===== config.mk =====
export PLATFORM = sky130hd
export DESIGN_NAME = status_led_blinker
export DESIGN_NICKNAME = d
export VERILOG_FILES = /design/src/rtl/led_blink_pkg.sv /design/src/rtl/status_sync.sv /design/src/rtl/slot_prescaler.sv /design/src/rtl/pattern_sequencer.sv /design/src/rtl/status_led_blinker.sv
export SDC_FILE = /design/constraint.sdc
export NUM_CORES = 1
export LEC_CHECK = 0
export BUFFER_PORTS_ARGS = -buffer_cell sky130_fd_sc_hd__buf_2
export CAP_MARGIN = 10
export CORE_MARGIN = 5
export CORE_UTILIZATION = 24
export CTS_CLUSTER_SIZE = 28
export DETAILED_ROUTE_END_ITERATION = 8
export SYNTH_ARGS = -nofsm -noshare
export SYNTH_HDL_FRONTEND = slang
export SYNTH_HIERARCHICAL = 1
export SYNTH_SLANG_ARGS = --single-unit

===== constraint.sdc =====
create_clock -name clk -period 2.4 [get_ports clk]
set_clock_uncertainty 0.15 [all_clocks]
set_input_delay 0.24 -clock clk [delete_from_list [all_inputs] [get_ports clk]]
set_output_delay 0.24 -clock clk [all_outputs]
set_load 0.01 [all_outputs]

===== src/rtl/led_blink_pkg.sv =====
// Package: shared types and the fault-pattern rules of the status LED blinker.
// Assumes a fixed cycle of eight slots, with lit slots placed first.
package led_blink_pkg;

    localparam int SLOTS  = 8;
    localparam int SLOT_W = $clog2(SLOTS);

    // Pattern currently selected for the LED
    typedef enum logic [2:0] {
        MODE_PWR  = 3'd0,
        MODE_PROG = 3'd1,
        MODE_POR  = 3'd2,
        MODE_DONE = 3'd3,
        MODE_USER = 3'd4
    } mode_e;

    // Fixed priority: the lowest-numbered fault wins
    function automatic mode_e pick_mode(input logic pg, input logic prog,
                                        input logic por, input logic done);
        if (!pg)        return MODE_PWR;
        else if (!prog) return MODE_PROG;
        else if (!por)  return MODE_POR;
        else if (!done) return MODE_DONE;
        else            return MODE_USER;
    endfunction

    // Number of leading slots lit for each fault pattern
    function automatic logic [SLOT_W:0] lit_slots(input mode_e m);
        case (m)
            MODE_PWR:  return (SLOT_W+1)'(8);
            MODE_PROG: return (SLOT_W+1)'(5);
            MODE_POR:  return (SLOT_W+1)'(4);
            MODE_DONE: return (SLOT_W+1)'(3);
            default:   return '0;
        endcase
    endfunction

endpackage


===== src/rtl/status_sync.sv =====
// Module: status_sync
// Two-flop synchroniser for a vector of unrelated, slowly changing inputs.
// Assumes each bit is independent, so no bus coherency is needed.
// Reset loads RST_VAL, which is chosen to read as "healthy".
module status_sync #(
    parameter int               WIDTH   = 5,
    parameter logic [WIDTH-1:0] RST_VAL = '0
) (
    input  logic             clk,
    input  logic             rst_n,
    input  logic [WIDTH-1:0] din,
    output logic [WIDTH-1:0] dout
);

    logic [WIDTH-1:0] stage1;

    // Purpose: move each input through two flop stages.
    always_ff @(posedge clk) begin
        if (!rst_n) begin
            stage1 <= RST_VAL;
            dout   <= RST_VAL;
        end else begin
            stage1 <= din;
            dout   <= stage1;
        end
    end

endmodule


===== src/rtl/slot_prescaler.sv =====
// Module: slot_prescaler
// Divides the clock into slots. It pulses `tick` for one clock every
// TICKS_PER_SLOT clocks. Assumes TICKS_PER_SLOT >= 1.
// The first tick comes TICKS_PER_SLOT clocks after reset is released.
module slot_prescaler #(
    parameter int TICKS_PER_SLOT = 15_625_000
) (
    input  logic clk,
    input  logic rst_n,
    output logic tick
);

    localparam int CNT_W = (TICKS_PER_SLOT > 1) ? $clog2(TICKS_PER_SLOT) : 1;
    localparam logic [CNT_W-1:0] LAST = CNT_W'(TICKS_PER_SLOT - 1);

    generate
        if (TICKS_PER_SLOT > 1) begin : g_div
            logic [CNT_W-1:0] cnt;

            // Purpose: count clocks within a slot and wrap at the last one.
            always_ff @(posedge clk) begin
                if (!rst_n)          cnt <= '0;
                else if (cnt == LAST) cnt <= '0;
                else                 cnt <= cnt + 1'b1;
            end

            assign tick = (cnt == LAST);

            // Ticks are single-cycle pulses
            assert_tick_pulse_R6: assert property (@(posedge clk) disable iff (!rst_n)
                tick |=> !tick);
        end else begin : g_pass
            assign tick = 1'b1;
        end
    endgenerate

endmodule


===== src/rtl/pattern_sequencer.sv =====
// Module: pattern_sequencer
// Steps the slot counter 0..7 on every tick. It latches the requested mode
// only at a cycle boundary: the first tick after reset, or the tick that
// ends slot 7. `started` stays low until that first tick.
module pattern_sequencer
    import led_blink_pkg::*;
(
    input  logic              clk,
    input  logic              rst_n,
    input  logic              tick,
    input  mode_e             req_mode,
    output logic              started,
    output mode_e             cur_mode,
    output logic [SLOT_W-1:0] slot
);

    localparam logic [SLOT_W-1:0] LAST_SLOT = SLOT_W'(SLOTS - 1);

    logic boundary;
    assign boundary = tick && (!started || slot == LAST_SLOT);

    // Purpose: advance the slot on each tick and latch the mode at cycle start.
    always_ff @(posedge clk) begin
        if (!rst_n) begin
            started  <= 1'b0;
            slot     <= '0;
            cur_mode <= MODE_USER;
        end else if (tick) begin
            started <= 1'b1;
            slot    <= started ? slot + 1'b1 : '0;
            if (boundary) cur_mode <= req_mode;
        end
    end

    // Mode holds except at a cycle boundary
    assert_mode_hold_R7: assert property (@(posedge clk) disable iff (!rst_n)
        !(tick && (!started || slot == LAST_SLOT)) |=> $stable(cur_mode));
    // Slot moves only on a tick
    assert_slot_hold_R6: assert property (@(posedge clk) disable iff (!rst_n)
        !tick |=> $stable(slot));
    // Slot stays 0 until the first evaluation
    assert_slot_idle_R9: assert property (@(posedge clk) disable iff (!rst_n)
        !started |-> slot == '0);
    // Once running, the sequencer never returns to idle
    assert_started_sticky_R9: assert property (@(posedge clk) disable iff (!rst_n)
        started |=> started);

endmodule


===== src/rtl/status_led_blinker.sv =====
// Module: status_led_blinker (top)
// Synchronises the health and user inputs and picks the highest-priority
// fault. The chosen pattern is shown over an eight-slot cycle; the user LED
// is shown when no fault is present.
// Assumes the inputs are asynchronous and slow compared with a slot.
module status_led_blinker
    import led_blink_pkg::*;
#(
    parameter int TICKS_PER_SLOT = 15_625_000
) (
    input  logic clk,
    input  logic rst_n,
    input  logic power_good,
    input  logic prog_release,
    input  logic por_release,
    input  logic cfg_done,
    input  logic user_led,
    output logic led_drive
);

    localparam int IN_W = 5;

    logic [IN_W-1:0]   raw_in, sync_in;
    logic              tick, started;
    logic [SLOT_W-1:0] slot;
    mode_e             req_mode, cur_mode;

    assign raw_in = {user_led, cfg_done, por_release, prog_release, power_good};

    status_sync #(.WIDTH(IN_W), .RST_VAL(5'b01111)) u_sync (
        .clk(clk), .rst_n(rst_n), .din(raw_in), .dout(sync_in)
    );

    slot_prescaler #(.TICKS_PER_SLOT(TICKS_PER_SLOT)) u_presc (
        .clk(clk), .rst_n(rst_n), .tick(tick)
    );

    assign req_mode = pick_mode(sync_in[0], sync_in[1], sync_in[2], sync_in[3]);

    pattern_sequencer u_seq (
        .clk(clk), .rst_n(rst_n), .tick(tick), .req_mode(req_mode),
        .started(started), .cur_mode(cur_mode), .slot(slot)
    );

    // Purpose: turn the latched mode and the slot into the LED level.
    always_comb begin
        if (!started)                    led_drive = 1'b0;
        else if (cur_mode == MODE_USER)  led_drive = sync_in[4];
        else                             led_drive = ({1'b0, slot} < lit_slots(cur_mode));
    end

    // LED dark before the first evaluation
    assert_dark_idle_R9: assert property (@(posedge clk) disable iff (!rst_n)
        !started |-> !led_drive);
    // Power fault keeps the LED solidly lit
    assert_power_solid_R1: assert property (@(posedge clk) disable iff (!rst_n)
        (started && cur_mode == MODE_PWR) |-> led_drive);
    // A new power fault is latched at the very next boundary
    assert_power_wins_R1: assert property (@(posedge clk) disable iff (!rst_n)
        (tick && (!started || slot == SLOT_W'(SLOTS - 1)) && !sync_in[0])
        |=> cur_mode == MODE_PWR);

endmodule


# --- Word-level counts from Yosys, hierarchy flattened ---
# Index checks and enable logic that the tools add are counted.
classes:
  n_addsub: 2
  n_mul: 0
  n_div: 0
  order_cmp: 1
  n_eq_ne: 6
  shifts: 0
  muxes: 10
  bitwise: 1
  n_reduce_logical: 6
ops:
  columns: ["operator", "count"]
  rows:
  - ["$add A24 B1 Y24 const B", 1]
  - ["$eq A24 B24 Y1 const B", 1]
  - ["$pmux W4 S4", 1]
  - ["$mux W3", 5]
  - ["$mux W4", 2]
  - ["$eq A3 B2 Y1 const B", 2]
  - ["$eq A3 B3 Y1 const B", 2]
  - ["$lt A3 B4 Y1", 1]
  - ["$add A3 B1 Y3 const B", 1]
  - ["$eq A3 B1 Y1 const B", 1]
  - ["$logic_not A3 Y1", 1]
  - ["$mux W1", 2]
  - ["$reduce_and A2 Y1", 1]
  - ["$reduce_or A2 Y1", 1]
  - ["$logic_and A1 B1 Y1", 1]
  - ["$logic_not A1 Y1", 1]
  - ["$logic_or A1 B1 Y1", 1]
  - ["$not A1 Y1", 1]
word_totals:
  regBits: 41
  latch_bits: 0
  ram_bits: 0
  rom_bits: 0
  inputBits: 7
  output_inout_bits: 1
  word_cells: 32
  n_memories: 0

# --- Logic depth before layout (Yosys ltp) ---
logic_depth:
  word_depth: 7
  ltp_mapped: 8
  depth_no_buf: 7

# --- By module ---
# Netlist, hierarchy kept.
by_module_without_submodules:
  columns: ["mod", "instances", "cells_per_inst", "area_each_um2", "seq_area_each_um2"]
  rows:
  - ["slot_prescaler", 1, 132, 1169.9, 480.5]
  - ["pattern_sequencer", 1, 32, 304.0, 140.1]
  - ["status_sync", 1, 20, 262.8, 200.2]
  - ["status_led_blinker", 1, 20, 131.4, 0.0]

# --- Least setup slack after synthesis ---
# No wires, ideal clock.
synth_timing:
  path_kind: "reg2reg"
  from: "register u_presc.g_div.cnt[0]"
  to: "register u_presc.g_div.cnt[10]"
  setup_ps: 128
  arrival_ps: 1759
  required_ps: 2122
  path_slack_ps: 363
  stages_incl_launch_ff: 7
  n_path_buf: 1
  synth_period_minus_slack_ps: 2037
  path_cell_list: "dfxtp_1 > ha_1 > nor4bb_1 > nand4_1 > o41ai_2 > clkbuf_1 > nor2_1"
synth_between:
  elab_chain_len: 2
  elab_cells_between_ends: 3
  cone_classes: "add/sub (1); eq/ne (1); reduce/logical (1)"
synth_rtl:
  columns: ["element", "line", "rtl"]
  rows:
  - ["start: declaration", "slot_prescaler.sv:18", "logic [CNT_W-1:0] cnt;"]
  - ["start signal: assignment", "slot_prescaler.sv:24", "else cnt <= cnt + 1'b1;"]
  - ["parallel branches: the longest is 2 deep, another holds $add A24 B1 Y24", null, null]
# Several ways; the timed one is not identified.
# A chain may end at the register's enable or synchronous reset.

# --- Worst setup path after layout ---
layout_timing:
  from: "register u_seq.cur_mode[2]"
  to: "output led_drive"
layout_between:
  elab_chain_len: 7
  elab_cells_between_ends: 11
  cone_classes: "order compare (1); eq/ne (4); mux (5); reduce/logical (1)"
layout_rtl:
  columns: ["element", "line", "rtl"]
  rows:
  - ["start: declaration", "pattern_sequencer.sv:13", "output mode_e cur_mode,"]
  - ["start signal: assignment", "pattern_sequencer.sv:31", "if (boundary) cur_mode <= req_mode;"]
  - ["$eq A3 B2 Y1, or another cell as far along", "led_blink_pkg.sv:29", "case (m)"]
  - ["$pmux W4 S4", "led_blink_pkg.sv:29", null]
  - ["$mux W4", "status_led_blinker.sv:48", "else if (cur_mode == MODE_USER) led_drive = sync_in[4];"]
  - ["$mux W4", "status_led_blinker.sv:47", "if (!started) led_drive = 1'b0;"]
  - ["$lt A3 B4 Y1", "status_led_blinker.sv:49", "else led_drive = ({1'b0, slot} < lit_slots(cur_mode));"]
  - ["$mux W1 (*)", "status_led_blinker.sv:48", null]
  - ["$mux W1 (*)", "status_led_blinker.sv:47", null]
  - ["end: declaration", "status_led_blinker.sv:18", "output logic led_drive"]
# Mark *: on every way between the ends. The rest lies on a longest branch, timed or not. The select of a mux whose other input is x is not followed.

==> flow_summary.yaml <==
clock_network:
  path_clk_slew_ns: 0.08
  cts_tree: "yes"
  htreeDepth: 2
  cts_setup_buffers: 0
  clkLatencyLatePin_ns: 0.29
  cts_sinks: 41
  cts_buffers: 5
  root_buffer: "clkbuf_8"
  cts_buffer_depth: 2
yosys:
  yosysTopAreaCellShare_pct: 43.94
  ys_types: 38
  ys_seq_elements: 41
  yosys.area.top_type: "dfxtp_1"
  ys.warnings.count: 6
  syn_area_per_cell_um2: 9.157
  ys_top_cells_by_area: "dfxtp_1 44%, nand2b_1 4.4%, ha_1 4.0%"
  ys_async_sr_fraction_pct: 0
  synth_area_um2: 1868
  synth-main-ff-cell: "dfxtp_1"
  synth_fp_nets: 217
  ys_seq_area_share_pct: 43.94
  synth-edff-count: 0
  syn_inst: 204
run_status:
  status: "complete, no violations"
worst_setup_path:
  crit_arrival_ns: 1.80
  slowest_delay_ns: 0.33
  critPathCaptureType: "primary output"
  crit_chain: "and2b_1, nand2_1, ha_1, o21ai_0, a21oi_1, o41ai_2, buf_2"
  slowest_stage: "dfxtp_1"
  critical_path_required_ns: 2.01
  critical-path-top-delay-family: "compound AO/OA/AOI/OAI gates"
  path_class: "flop to primary output"
  worstPathMaxFanout: 4
  startpoint_type: "flop"
  path_buf_inv: 1
sta:
  report.final.setup_viol: 0
  finalMaxSlewViolations: 0
  rsz0062_at_grt: "no"
  period_needed_ns: 2.187
  fin_crit_sh_pct: 91.11
  worst_slew_pin_slew_ns: 0.4085
  maxSlewHeadroom_pct: 72.70
  hold_viol_final: 0
  fmax_ghz: 0.4573
  fin_ws_ns: 0.2134
  fin_setup_tns_ns: 0
job:
  maxCapViolations: 0
global_routing:
  grt_pass1_wl_mm: 6.534
  overflow: 0
  antenna_found_initial: 0
  grt_util_all_layers_pct: 7.888
  grt_max_degree: 25
  grt_pass1_vias: 1462
detailed_routing:
  vias: 1437
  drtAntennaViolNets: 0
  finalWirelength_mm: 3.390
  viasPerCell: 4.477
  drcViolationCount: 0
  wl_per_cell_um: 10.56
  first_pass_iters: 4
  drt_iter0_drc: 57
power_and_ir_drop:
  ir_worst_vdd_mv: 0.5184
  p_leak_nw: 0.7812
  p_per_area_nw_per_um2: 597.2
place:
  place.gp.congestion: 0.7686
  place_hpwl_mm: 2.407
  dpl_cell_area_um2: 2029
  io_buffer_count: 7
  place_ws_ns: 0.2523
  dp.cells: 309
final_layout:
  area_delta_synth_final_pct: 17.01
  n_antenna_cell: 0
  final_cells: 321
  drive_above_1_share_pct: 11.87
  design_area_um2: 2186
  fin_nets: 231
  final_cell_mix: "40 x dfxtp_1, 19 x nor2_1, 18 x nand2_1"
  final_common_cell: "dfxtp_1"
floorplan:
  pin_count: 8
  die_height_um: 98.23
  start_util_pct: 24.43
  die_w_um: 98.23
  num_rows: 32
  core_um2: 7647
  die_area_um2: 9648
worst_hold_path:
  hp-class: "primary input to flop"
==> registers in the layout, summed over array words and instances, names as in the netlist <==
| signal | flops |
|---|---|
| u_seq/slot | 3 |
| u_sync/dout | 5 |
| u_seq/cur_mode | 3 |
| u_sync/stage1 | 5 |
| u_seq/started | 1 |
| u_presc/g_div.cnt | 24 |
==> routing by layer <==
metal  vias up  part of all wire (%)  routed length (µm)  global-route usage [%]
li1        747                     -                   -                       -
met1       670                    50                1705                   10.33
met2        18                    46                1563                   12.98
met4         0                  0.47                  16                   1.786
met5         -                     0                   0                       0
met3         2                   3.1                 104                   2.143
==> repair_timing <==
item,in CTS,in global routing
setup endpoints to repair,0,1
gates resized for setup,0,1
hold buffers,4,0
hold endpoints to repair,4,0
==> synthesized netlist by cell type (2+ instances only) <==
cell,instances
inv_1,5
xnor2_1,7
xor2_1,7
clkbuf_1,5
or3_1,3
o41ai_2,2
nand2b_1,13
nand4_1,6
nor4_1,2
a21boi_0,3
nand2_1,18
or4_1,7
dfxtp_1,41
a21oi_1,10
o21a_1,2
and2_1,3
o21ai_0,4
o31ai_1,6
and3_1,2
o211ai_1,2
mux2i_1,3
nor3_1,2
nor4b_1,3
nand3_1,11
ha_1,6
nor2_1,19
==> cell families (layout without fill, tap and decap cells) <==
group | count (synthesis) | count (layout) | synth area share, %
AND/OR/NAND/NOR | 97 | 97 | 29.61
buffers and inverters | 13 | 28 | 3.081
AO/OA/AOI/OAI | 30 | 30 | 11.18
XOR/XNOR | 14 | 14 | 6.564
multiplexers | 3 | 3 | 1.608
flip-flops | 41 | 41 | 43.94
adder cells (fa/ha/maj) | 6 | 6 | 4.019
==> per-stage QoR <==
stage | hold WS (ns) | power (mW) | util (%)
2_1_floorplan | 0.1630 | 0.7431 | -
3_3_place_gp | 0.2376 | 0.7601 | 26.54
3_5_place_dp | 0.2459 | 0.7607 | 26.54
4_1_cts | 0.005240 | 1.326 | 28.57
5_1_grt | 0.01835 | 1.368 | 28.58
6_report | 0.01259 | 1.305 | 28.58
==> worst register-to-register path, delay by kind of cell (launching register included) <==
family	cells	cell delay, ns
AO/OA/AOI/OAI	1	0.15
flip-flops	1	0.45
AND/OR/NAND/NOR	3	1.35
==> worst paths after layout <==
path / startpoint / end / slack, ns / cells past startpoint
hold reg to reg: u_sync/stage1[1] / u_sync/dout[1] / 0.26 / 1
hold / removal: user_led / u_sync/stage1[4] / 0.01 / 2
setup / recovery: u_seq/cur_mode[2] / led_drive / 0.21 / 7
setup reg to reg: u_presc/g_div.cnt[6] / u_presc/g_div.cnt[23] / 0.24 / 4
==> layout make-up <==
type / instances / area, µm²
multi-input cells: 150 / 1001
clock buffers: 5 / 68.82
well taps: 102 / 127.6
clock inverters: 3 / 46.29
fillers: 807 / 5461
flip-flops and latches: 41 / 822.0
inverters: 6 / 22.52
repair buffers: 14 / 97.59
==> power by group <==
part	internal [mW]	switching [mW]
sequential	0.692	0.00993
clock	0.311	0.245
combinational	0.0236	0.0243
(Power assumes the default switching activity.)
